[src/rtl/pio_cfg_pkg.sv]
package pio_cfg_pkg;

    localparam int PORT_IN_W = 32;
    localparam int PORT_W    = 16;
    localparam int PA_W      = 48;
    localparam int CFG_W     = 32;
    localparam int SIZE_W    = 4;

    localparam logic [PORT_W-1:0] ADDR_PORT   = 16'hCF8;
    localparam logic [PORT_W-1:0] WINDOW_PORT = 16'hCFC;
    localparam logic [SIZE_W-1:0] CFG_SIZE    = 4'd4;
    localparam int                EN_BIT      = CFG_W - 1;

    localparam logic [PA_W-1:0] IO_BASE  = 48'h8000_0000_0000;
    localparam logic [PA_W-1:0] CFG_BASE = 48'hC000_0000_0000;

    typedef enum logic [2:0] {
        CLS_NONE,
        CLS_BADPORT,
        CLS_ADDRREG,
        CLS_WIN_ON,
        CLS_WIN_OFF,
        CLS_FLAT_IO
    } pio_class_e;

    typedef struct packed {
        logic [PA_W-1:0]  addr;
        logic             reg_hit;
        logic             valid;
        logic             unmapped;
        logic             bad_port;
        logic [CFG_W-1:0] rdata;
    } pio_result_t;

    function automatic logic in_window(input logic [PORT_W-1:0] p);
        return (p & ~16'h0003) == WINDOW_PORT;
    endfunction

    function automatic logic [PA_W-1:0] window_addr(
        input logic [CFG_W-1:0]  cfg,
        input logic [PORT_W-1:0] p
    );
        logic [PA_W-1:0] off;
        off = '0;
        off[EN_BIT-1:2] = cfg[EN_BIT-1:2];
        off[1:0]        = p[1:0];
        return CFG_BASE | off;
    endfunction

endpackage

[src/rtl/pio_port_classify.sv]
module pio_port_classify
    import pio_cfg_pkg::*;
#(
    parameter int IN_W = PORT_IN_W
) (
    input  logic                clk,
    input  logic                rst,
    input  logic                req_valid,
    input  logic [IN_W-1:0]     req_port,
    input  logic [SIZE_W-1:0]   req_size,
    input  logic                cfg_enable,
    output pio_class_e          cls
);
    logic upper_set;
    logic [PORT_W-1:0] p;

    assign p = req_port[PORT_W-1:0];

    generate
        if (IN_W > PORT_W) begin : g_upper
            assign upper_set = |req_port[IN_W-1:PORT_W];
        end else begin : g_noupper
            assign upper_set = 1'b0;
        end
    endgenerate

    always_comb begin
        if (!req_valid)
            cls = CLS_NONE;
        else if (upper_set)
            cls = CLS_BADPORT;
        else if (p == ADDR_PORT && req_size == CFG_SIZE)
            cls = CLS_ADDRREG;
        else if (in_window(p))
            cls = cfg_enable ? CLS_WIN_ON : CLS_WIN_OFF;
        else
            cls = CLS_FLAT_IO;
    end

    // a wide port number never reaches a mapped class
    p_wide_port_r2: assert property (@(posedge clk) disable iff (rst)
        (req_valid && upper_set) |-> (cls == CLS_BADPORT));

    // a narrow access to the address port is flat I/O
    p_narrow_addr_r5: assert property (@(posedge clk) disable iff (rst)
        (req_valid && !upper_set && p == ADDR_PORT && req_size != CFG_SIZE)
            |-> (cls == CLS_FLAT_IO));
endmodule

[src/rtl/pio_addr_reg.sv]
module pio_addr_reg
    import pio_cfg_pkg::*;
(
    input  logic             clk,
    input  logic             rst,
    input  logic             wr_en,
    input  logic [CFG_W-1:0] wr_data,
    output logic [CFG_W-1:0] q
);
    always_ff @(posedge clk) begin
        if (rst)
            q <= '0;
        else if (wr_en)
            q <= wr_data;
    end

    // a write is visible on the next cycle
    p_store_r4: assert property (@(posedge clk) disable iff (rst)
        wr_en |=> (q == $past(wr_data)));

    // without a write the register holds
    p_hold_r9: assert property (@(posedge clk) disable iff (rst)
        !wr_en |=> $stable(q));
endmodule

[src/rtl/pio_target_build.sv]
module pio_target_build
    import pio_cfg_pkg::*;
(
    input  logic              clk,
    input  logic              rst,
    input  pio_class_e        cls,
    input  logic [PORT_W-1:0] port,
    input  logic              is_write,
    input  logic [CFG_W-1:0]  cfg_q,
    output pio_result_t       res
);
    always_comb begin
        res = '0;
        unique case (cls)
            CLS_BADPORT: res.bad_port = 1'b1;
            CLS_ADDRREG: begin
                res.reg_hit = 1'b1;
                res.valid   = 1'b1;
                if (!is_write)
                    res.rdata = cfg_q;
            end
            CLS_WIN_ON: begin
                res.valid = 1'b1;
                res.addr  = window_addr(cfg_q, port);
            end
            CLS_WIN_OFF: begin
                res.unmapped = 1'b1;
                if (!is_write)
                    res.rdata = '1;
            end
            CLS_FLAT_IO: begin
                res.valid = 1'b1;
                res.addr  = IO_BASE | {{(PA_W-PORT_W){1'b0}}, port};
            end
            default: res = '0;
        endcase
    end

    // the low port bits survive into the window target
    p_window_low_r6: assert property (@(posedge clk) disable iff (rst)
        (cls == CLS_WIN_ON) |-> (res.addr[1:0] == port[1:0] && res.valid));

    // a disabled window is never valid
    p_off_unmapped_r7: assert property (@(posedge clk) disable iff (rst)
        res.unmapped |-> (!res.valid && res.addr == '0));

    // flat I/O targets keep the port in the low bits
    p_flat_io_r8: assert property (@(posedge clk) disable iff (rst)
        (cls == CLS_FLAT_IO) |-> (res.addr[PORT_W-1:0] == port));
endmodule

[src/rtl/pio_cfg_redirect.sv]
module pio_cfg_redirect
    import pio_cfg_pkg::*;
(
    input  logic                 clk,
    input  logic                 rst,
    input  logic                 req_valid,
    input  logic [PORT_IN_W-1:0] req_port,
    input  logic [SIZE_W-1:0]    req_size,
    input  logic                 req_write,
    input  logic [CFG_W-1:0]     req_wdata,
    output logic [PA_W-1:0]      phys_addr,
    output logic                 reg_access,
    output logic                 map_valid,
    output logic                 unmapped,
    output logic                 port_err,
    output logic [CFG_W-1:0]     rdata
);
    pio_class_e  cls;
    pio_result_t res;
    logic [CFG_W-1:0] cfg_q;
    logic cfg_wr;

    pio_port_classify #(.IN_W(PORT_IN_W)) u_classify (
        .clk        (clk),
        .rst        (rst),
        .req_valid  (req_valid),
        .req_port   (req_port),
        .req_size   (req_size),
        .cfg_enable (cfg_q[EN_BIT]),
        .cls        (cls)
    );

    assign cfg_wr = (cls == CLS_ADDRREG) && req_write;

    pio_addr_reg u_addr_reg (
        .clk     (clk),
        .rst     (rst),
        .wr_en   (cfg_wr),
        .wr_data (req_wdata),
        .q       (cfg_q)
    );

    pio_target_build u_build (
        .clk      (clk),
        .rst      (rst),
        .cls      (cls),
        .port     (req_port[PORT_W-1:0]),
        .is_write (req_write),
        .cfg_q    (cfg_q),
        .res      (res)
    );

    assign phys_addr  = res.addr;
    assign reg_access = res.reg_hit;
    assign map_valid  = res.valid;
    assign unmapped   = res.unmapped;
    assign port_err   = res.bad_port;
    assign rdata      = res.rdata;

    // an error excludes every other outcome
    p_err_excl_r2: assert property (@(posedge clk) disable iff (rst)
        port_err |-> (!map_valid && !reg_access && !unmapped));

    // no request, no activity
    p_idle_r10: assert property (@(posedge clk) disable iff (rst)
        !req_valid |-> (!map_valid && !reg_access && !unmapped && !port_err));

    // a register hit reports a valid zero target
    p_reg_hit_r3: assert property (@(posedge clk) disable iff (rst)
        reg_access |-> (map_valid && phys_addr == '0));

    // a write to the address register is seen on the next read
    p_readback_r4: assert property (@(posedge clk) disable iff (rst)
        (req_valid && reg_access && req_write) |=>
            (cfg_q == $past(req_wdata)));
endmodule

[config.mk]
export PLATFORM = sky130hd
export DESIGN_NAME = pio_cfg_redirect
export DESIGN_NICKNAME = d
export VERILOG_FILES = /design/src/rtl/pio_cfg_pkg.sv /design/src/rtl/pio_port_classify.sv /design/src/rtl/pio_addr_reg.sv /design/src/rtl/pio_target_build.sv /design/src/rtl/pio_cfg_redirect.sv
export SDC_FILE = /design/constraint.sdc
export NUM_CORES = 1
export LEC_CHECK = 0
export ABC_AREA = 1
export BUFFER_PORTS_ARGS = -buffer_cell sky130_fd_sc_hd__buf_2
export CORE_UTILIZATION = 36
export DETAILED_ROUTE_END_ITERATION = 7
export PLACE_DENSITY = 0.71
export SYNTH_ARGS = -nofsm -noshare
export SYNTH_HDL_FRONTEND = slang
export SYNTH_SLANG_ARGS = --single-unit
[constraint.sdc]
create_clock -name clk -period 3.2 [get_ports clk]
set_clock_uncertainty 0.1 [all_clocks]
set_input_delay 0.16 -clock clk [delete_from_list [all_inputs] [get_ports clk]]
set_output_delay 0.16 -clock clk [all_outputs]
set_load 0.03 [all_outputs]
### Word level (Yosys, flattened, before mapping)

Index checks and enable logic that the tools add are counted.

* equal/unequal tests: 8
* reductions and logical operators: 4
* muxes and demuxes: 13

Operators with widths (number)
* one-hot mux 48 bit (2 select lines): 1
* two-way mux 32 bit: 2
* one-hot mux 32 bit (2 select lines): 1
* equality test 16 x 12 -> 1 bit, second input constant: 1
* OR reduction 16 bit: 1
* two-way mux 3 bit: 5
* equality test 14 x 10 -> 1 bit, second input constant: 1
* equality test 3 x 2 -> 1 bit, second input constant: 2
* equality test 3 bit, second input constant: 2
* equality test 4 x 3 -> 1 bit, second input constant: 1
* two-way mux 1 bit: 4
* equality test 3 x 1 -> 1 bit, second input constant: 1
* OR reduction 3 bit: 1
* logical AND 1 bit: 2

* register bits after elaboration: 32
* output and inout bits: 84
* logic and storage cells: 26

### Logic depth before layout (Yosys ltp)

Gate-level depths: netlist of run 1.

* word-level depth: 8
* mapped depth: 12
* depth with buffers taken out: 11

### Modules after synthesis

From an unflattened synthesis of run 1, not the netlist that was laid out.

* cell total of the unflattened synthesis: 495
* area, all modules: 2691.3 um2

Modules (own cells, without submodules)
* pio_addr_reg: cells each 203, area each 1338.8 um2, sequential area each 640.6 um2, instances 1
* pio_target_build: cells each 229, area each 1068.5 um2, sequential area each 0.0 um2, instances 1
* pio_port_classify: cells each 58, area each 262.8 um2, sequential area each 0.0 um2, instances 1
* pio_cfg_redirect: cells each 5, area each 21.3 um2, sequential area each 0.0 um2, instances 1

### Worst setup path before layout of run 1

Ideal clock, no wire load.

* kind: in2out
* start: input req_port[15]
* end: output phys_addr[10]
* path slack: 1045 ps
* buffers on the path: 1
* stages: 10
* required time: 2940 ps
* arrival time: 1895 ps
* cells stage by stage: nor2_1 -> nand2_1 -> nor2_2 -> nand3_2 -> nand2_4 -> nand2_4 -> nor2_4 -> inv_2 -> buf_2 -> o21ai_0

* cells in the longest elaborated chain, start to end: 7
* elaborated cells between the ends (all ways): 10
* classes of those cells: eq/ne (4); mux (5); reduce/logical (1)

Ends and longest elaborated chain
* from (decl): RTL line pio_cfg_redirect.sv:7 `input logic [PORT_IN_W-1:0] req_port,`
* equality test 14 x 10 -> 1 bit or equality test 16 x 12 -> 1 bit (tied branches): RTL line pio_cfg_pkg.sv:36, pio_port_classify.sv:32
* two-way mux 3 bit or logical AND 1 bit (tied branches): RTL line pio_port_classify.sv:34, pio_port_classify.sv:32
* two-way mux 3 bit *: RTL line pio_port_classify.sv:32 `else if (p == ADDR_PORT && req_size == CFG_SIZE)`
* two-way mux 3 bit *: RTL line pio_port_classify.sv:30 `else if (upper_set)`
* two-way mux 3 bit *: RTL line pio_port_classify.sv:28 `if (!req_valid)`
* equality test 3 bit or equality test 3 x 2 -> 1 bit (tied branches): RTL line pio_target_build.sv:14 `unique case (cls)`
* one-hot mux 48 bit (2 select lines) *: RTL line pio_target_build.sv:14
* to (decl): RTL line pio_cfg_redirect.sv:11 `output logic [PA_W-1:0] phys_addr,`

Every way passes the cells marked *; elsewhere a longest branch is shown, timed or not.

### Worst setup path in the final report of run 1

* start: register u_addr_reg.q[31]
* end: output rdata[31]

* cells in the longest elaborated chain, start to end: 7
* elaborated cells between the ends (all ways): 9
* classes of those cells: eq/ne (2); mux (7)

Ends and longest elaborated chain
* from (decl): RTL line pio_addr_reg.sv:8 `output logic [CFG_W-1:0] q`
* from (signal assigned): RTL line pio_addr_reg.sv:14 `q <= wr_data;`
* two-way mux 3 bit: RTL line pio_port_classify.sv:35 `cls = cfg_enable ? CLS_WIN_ON : CLS_WIN_OFF;`
* two-way mux 3 bit: RTL line pio_port_classify.sv:34 `else if (in_window(p))`
* two-way mux 3 bit: RTL line pio_port_classify.sv:32
* two-way mux 3 bit: RTL line pio_port_classify.sv:30
* two-way mux 3 bit: RTL line pio_port_classify.sv:28
* equality test 3 bit or equality test 3 x 2 -> 1 bit (tied branches): RTL line pio_target_build.sv:14
* one-hot mux 32 bit (2 select lines) *: RTL line pio_target_build.sv:14
* to (decl): RTL line pio_cfg_redirect.sv:16 `output logic [CFG_W-1:0] rdata`

Marks and branches as above.

==> reports/results.tsv, run 1 <==
stage	metric	value	unit
detailed_routing	drt pass-1 iters	4	
clock_tree	CTS clk-pin slew, worst paths	0.07	ns
hold_path	worst hold-check path type	input port to flip-flop	
setup_path	crit path kind	flip-flop to output pin	
pwr	switching share of power	25.8	%
floorplanning	I/O pin total	156	
yosys	Synth top cells by count	nand2_1 (111), nor2_1 (91), nand3_1 (48)	
finish	area grow syn2layout	32.8	%
pwr	sw power	213	uW
sta	Setup WS post-layout	0.790	ns
clock_tree	clock network latency to the later pin of the worst-skew pair	0.28	ns
pwr	worst vdd rail ir drop	0.208	mV
yosys	Synth cell types	22	
placed_design	GPL Wtd Cong	0.833	
pwr	Sequential Power Share	48.4	%
yosys	ys flop type	dfxtp_1	
sta	period utilisation layout	75.3	%
run	Max-cap violations	0	
yosys	synth top area cells	dfxtp_1 (27%), nand2_1 (18%), nor2_1 (15%)	
sta	Setup Viol. Count Final	0	
pwr	combinational share of power	12.4	%
clock_tree	H-tree lvl count	2	
floorplanning	CORE AREA	0.00610	sq mm
placed_design	port bufs	140	
global_routing	vias in the first global route	2476	
setup_path	crit start category	flip-flop	
finish	Most flops, register	u_addr_reg.q	
floorplanning	Die X	82.5	microns
detailed_routing	vias per cell	4.64	
detailed_routing	post-route ant nets	0	
yosys	Yosys top cell by area	dfxtp_1	
sta	minimum clock period	2.41	ns
clock_tree	Root Buffer Master	clkbuf_8	
placed_design	Place WS	0.850	ns
floorplanning	Initial Utilization	38.3	%
sta	worst slew pin tran	1.06	ns
yosys	top-count cell post-synth	nand2_1	
floorplanning	Die Area	0.00681	sq mm
yosys	Mean Syn Cell Area	5.78	sq um
setup_path	kind of end point of the critical path	output pin	
yosys	YS warnings	0	
setup_path	data required time of the worst path	2.94	ns
sta	final hold slack	0.00316	ns
pwr	Leak	2.01	nW
clock_tree	CTS Buf Count	5	
yosys	FFs w/ async S/R, synth	0	%
finish	max reg flops	32	
yosys	sequential area share after synthesis	27.5	%
setup_path	worst-path fanout max	33	
global_routing	antenna violations before repair	1	
yosys	share of the synthesized area in the top cell type	27.5	%
clock_tree	Post-CTS Setup Bufs	0	
placed_design	Placed Cells	598	
yosys	EDFF count, synth	0	
sta	final hold vios	0	
yosys	#FFs+latches synth	32	
run_status	status	finished, final reports clean	
yosys	Post-Synthesis Cells	404	
detailed_routing	1st-iter DRT viols	135	
detailed_routing	vias	2839	
floorplanning	Std-Cell Rows	28	
detailed_routing	DRC Markers	0	
placed_design	post-detail-place hpwl	4970	microns
finish	non-filler cells, final	612	
finish	Ant. Diodes	0	
pwr	pwr dens	266	mW/mm^2
sta	final slew viol count	0	
pwr	Tot Pwr	823	uW
finish	biggest regs	u_addr_reg.q x32	
sta	Setup TNS Final	0	ns
clock_tree	Clock Path Buffers	2	
sta	RSZ-0062 raised after global routing	false	
detailed_routing	DR WL/cell	11.5	microns
finish	share of layout cells above drive strength 1	32.4	%
global_routing	GR Util All Layers	20.7	%
global_routing	first-pass GRT wire length	10700	microns
yosys	Cell Area, Synth	0.00233	sq mm
pwr	Internal	610	uW
global_routing	Overflow after GRT	0	
setup_path	Data arrival, critical path	2.15	ns
finish	Final #Nets	608	
sta	Slew HR	28.9	%
floorplanning	die height	82.5	microns
detailed_routing	final WL	7050	microns
clock_tree	CTS tree	built	
sta	fmax	0.415	GHz
pwr	clock power share	39.2	%
clock_tree	post-CTS sizing	0	
clock_tree	CTS sink count	32	
global_routing	largest net degree at the start of global routing	65	
## area by class of cell
cell class,instances,area [sq um]
clock inverter,2,10.0
tap,75,93.8
clock buffer,6,82.6
timing repair buffer,149,783
fill,684,3000
inverter,47,176
sequential,32,641
multi-input combinational,301,1310
## cell families (layout without fill, tap and decap cells)
kind of cell | Yosys count | after routing | share of synthesized area, %
and+or+nand+nor | 272 | 272 | 50.8
AOI/OAI and AO/OA | 14 | 14 | 3.00
DFF | 32 | 32 | 27.5
buffers and inverters | 85 | 204 | 18.6
other | 1 | 15 | 0.161
## cells in the final DEF (no fill, tap or decap), types with 6 or more instances in the layout
cell type | netlist | routed
buf_2 | 8 | 140
nand2_1 | 111 | 111
nor2_1 | 91 | 91
nand3_1 | 48 | 48
inv_1 | 44 | 44
dfxtp_1 | 32 | 32
conb_1 | 1 | 15
nor2_2 | 11 | 11
o21ai_0 | 8 | 8
o21ai_1 | 6 | 6
clkbuf_8 | 0 | 6
dlygate4sd3_1 | 0 | 6
## metrics by stage
step	util [%]	instance area, sq um
2_1_floorplan	-	2390
3_3_place_gp	48.3	2950
3_5_place_dp	48.3	2950
4_1_cts	50.8	3100
5_1_grt	50.8	3100
6_report	50.8	3100
## critical path, cell delays in order (launching register included)
cell	delay [ns]
dfxtp_1	0.33
inv_1	0.08
nand3_1	0.12
nand2_4	0.13
inv_2	0.07
nor2_4	0.63
nand3_1	0.18
nand2_1	0.12
buf_2	0.20
## final timing paths
path                                                    start                             to  slack, ns  cells after the start
worst max-delay path            u_addr_reg.q[31]$_SDFFE_PP0P_                      rdata[31]       0.79                      8
worst max register to register  u_addr_reg.q[31]$_SDFFE_PP0P_   u_addr_reg.q[8]$_SDFFE_PP0P_       1.46                      8
worst min register to register   u_addr_reg.q[1]$_SDFFE_PP0P_   u_addr_reg.q[1]$_SDFFE_PP0P_       0.42                      4
worst min-delay path                            req_wdata[27]  u_addr_reg.q[27]$_SDFFE_PP0P_      0.003                      3
## power by group through the flow
stage	sequential (mW)	clock [mW]	combinational (mW)
4_1_cts	0.398	0.331	0.102
5_1_grt	0.398	0.354	0.115
2_1_floorplan	0.407	0	0.0589
3_3_place_gp	0.407	0	0.0955
3_5_place_dp	0.407	0	0.0962
6_report	0.398	0.323	0.102
## metal layers
metal	wire length (microns)	track usage (%)	part of all wire (%)	vias to the layer above
met3	593	5.38	8.4	8
met5	16	0	0.23	-
li1	-	-	-	1447
met4	80	7.07	1.1	2
met1	2980	24.4	42	1256
met2	3380	36.3	48	126
## what timing repair did
action / CTS / global route
hold endpoints to repair: 6 / 0
hold buffers: 6 / 0
setup endpoints to repair: 0 / 0
No activity file was read; power rests on OpenSTA's default activity.
==> inputs of run 2 (changes only) <==
--- a/config.mk
+++ b/config.mk
@@ -9,7 +9,7 @@
 export BUFFER_PORTS_ARGS = -buffer_cell sky130_fd_sc_hd__buf_2
 export CORE_UTILIZATION = 36
 export DETAILED_ROUTE_END_ITERATION = 7
-export PLACE_DENSITY = 0.71
+export PLACE_DENSITY = 0.73
 export SYNTH_ARGS = -nofsm -noshare
 export SYNTH_HDL_FRONTEND = slang
 export SYNTH_SLANG_ARGS = --single-unit
==> constraint.sdc (replaced) <==
create_clock -name clk -period 2.1 [get_ports clk]
set_clock_uncertainty 0.1 [all_clocks]
set_input_delay 0.105 -clock clk [delete_from_list [all_inputs] [get_ports clk]]
set_output_delay 0.105 -clock clk [all_outputs]
set_load 0.03 [all_outputs]
==> run 2 against run 1 <==
Against the previous run: worst hold slack gained 0.24 ns; worst setup slack got worse by 0.68 ns; via count up 4.2%; final cell count increased by 5.1%; die area unchanged; non-clock buffer count is 31 higher; first-iteration DRC count rose by 31%; critical endpoint is now phys_addr[12]; largest power group unchanged.
==> reports/results.tsv, run 2 (synthesis gave the netlist of run 1 again) <==
stage	metric	value	unit
global_routing	GR Util All Layers	21.6	%
detailed_routing	final WL	7450	microns
setup_path	CP max-delay cell	dfxtp_1	
run	Max-cap violations	0	
setup_path	Critical R2R Capture	u_addr_reg.q[11]$_SDFFE_PP0P_	
pwr	Leak	2.15	nW
finish	Final #Nets	639	
pwr	worst vdd rail ir drop	0.258	mV
sta	final hold slack	0.243	ns
hold_path	worst hold-check path type	input port to flip-flop	
clock_tree	Root Buffer Master	clkbuf_8	
global_routing	largest net degree at the start of global routing	65	
placed_design	post-detail-place hpwl	5000	microns
clock_tree	H-tree lvl count	2	
placed_design	port bufs	140	
finish	commonest cells after routing, fill and taps aside	buf_2 (140), nand2_1 (111), nor2_1 (91)	
sta	RSZ-0062 raised after global routing	false	
sta	final hold vios	0	
detailed_routing	vias per cell	4.60	
setup_path	slowest stage delay, CP	0.37	ns
setup_path	R2R setup slack	0.59	ns
setup_path	worst-path fanout max	15	
floorplanning	die height	82.5	microns
detailed_routing	1st-iter DRT viols	177	
global_routing	first-pass GRT wire length	11200	microns
clock_tree	CTS Buf Count	5	
floorplanning	Std-Cell Rows	28	
setup_path	data required time of the worst path	1.89	ns
run_status	status	finished, final reports clean	
global_routing	Overflow after GRT	0	
sta	fmax	0.504	GHz
detailed_routing	DR WL/cell	11.6	microns
finish	share of layout cells above drive strength 1	31.2	%
floorplanning	Die X	82.5	microns
setup_path	Data arrival, critical path	1.78	ns
clock_tree	clock network latency to the later pin of the worst-skew pair	0.27	ns
floorplanning	Die Area	0.00681	sq mm
finish	Most flops, register	u_addr_reg.q	
setup_path	CP dominant cell by count	nand3_1	
sta	final slew viol count	0	
finish	max reg flops	32	
detailed_routing	drt pass-1 iters	5	
sta	minimum clock period	1.99	ns
sta	Setup Viol. Count Final	0	
clock_tree	CTS clk-pin slew, worst paths	0.06	ns
finish	area grow syn2layout	47.7	%
floorplanning	CORE AREA	0.00610	sq mm
hold_path	Hold EP	u_addr_reg.q[7]$_SDFFE_PP0P_	
global_routing	antenna violations before repair	0	
hold_path	hold path depth	5	
setup_path	crit start category	flip-flop	
clock_tree	CTS tree	built	
pwr	pwr dens	374	mW/mm^2
setup_path	R2R Path Start	u_addr_reg.q[31]$_SDFFE_PP0P_	
finish	biggest regs	u_addr_reg.q x32	
clock_tree	CTS sink count	32	
sta	Setup TNS Final	0	ns
detailed_routing	vias	2957	
floorplanning	Initial Utilization	38.3	%
hold_path	critical hold path startpoint	rst	
floorplanning	I/O pin total	156	
setup_path	kind of end point of the critical path	output pin	
setup_path	r2r worst-path depth	8	
sta	period utilisation layout	94.5	%
global_routing	vias in the first global route	2628	
clock_tree	Clock Path Buffers	2	
placed_design	GPL Wtd Cong	0.857	
finish	Ant. Diodes	0	
setup_path	cell-by-cell trace of the critical path	inv_1 > nand3_1 > nand2_4 > inv_2 > nand2_2 > inv_4 > nand3_1 > o21ai_1 > buf_2	
setup_path	crit path kind	flip-flop to output pin	
detailed_routing	post-route ant nets	0	
finish	commonest non-fill, non-tap cell in the layout	buf_2	
detailed_routing	DRC Markers	0	
## run 2: worst max path at each step
stage,start,endpoint,slack (ns)
floorplan,req_port[15],phys_addr[10],0.06
global placement,req_port[19],phys_addr[15],0.31
detailed placement,req_port[15],phys_addr[18],0.27
CTS,u_addr_reg.q[31]$_SDFFE_PP0P_,phys_addr[12],0.05
global route,u_addr_reg.q[31]$_SDFFE_PP0P_,phys_addr[12],0.003
finish,u_addr_reg.q[31]$_SDFFE_PP0P_,phys_addr[12],0.11
## run 2: critical path, delay by kind of cell, from the launching register on
kind / cells / cell delay, ns
buffers and inverters: 4 / 0.57
AND/OR/NAND/NOR: 4 / 0.42
AO/OA/AOI/OAI: 1 / 0.13
flip-flops: 1 / 0.37
## run 2: where the power goes
part                 switching, mW  internal, mW
clock                        0.215         0.267
combinational                0.103        0.0964
sequential     0.00000000000000109         0.607
total                        0.318         0.970
## run 2: final cells by class
class	count	area (sq um)
Fill cell	628	2650
Multi-Input combinational cell	301	1310
Timing Repair Buffer	180	1130
Sequential cell	32	641
Inverter	47	179
Tap cell	75	93.8
Clock buffer	8	90.1
## run 2: routing by layer
metal / global-route usage [%] / share of wire, % / vias up
li1: - / - / 1510
met1: 24.6 / 40 / 1289
met2: 38.4 / 49 / 142
met3: 4.84 / 8.5 / 16
met4: 9.31 / 2.2 / 0
met5: 0 / 0 / -
## run 2: stage by stage
| step | area (sq um) | total power, mW | utilization, % | std cells | setup WS, ns |
|---|---|---|---|---|---|
| after global routing | 3450 | 1.36 | 56.5 | 643 | 0.00261 |
| after detailed placement | 3030 | 0.771 | 49.8 | 603 | 0.273 |
| after floorplan | 2390 | 0.710 | - | 418 | 0.0555 |
| after global placement | 3030 | 0.770 | 49.8 | 603 | 0.311 |
| after CTS | 3440 | 1.31 | 56.5 | 643 | 0.0533 |
| final | 3450 | 1.29 | 56.5 | 643 | 0.115 |
## run 2: timing repair
action                                 4_1_cts  5_1_grt
setup endpoints to repair                    0        6
hold buffers                                32        0
buffers inserted                             0        0
endpoints found under the hold margin       32        0
gates resized for setup                      0        1
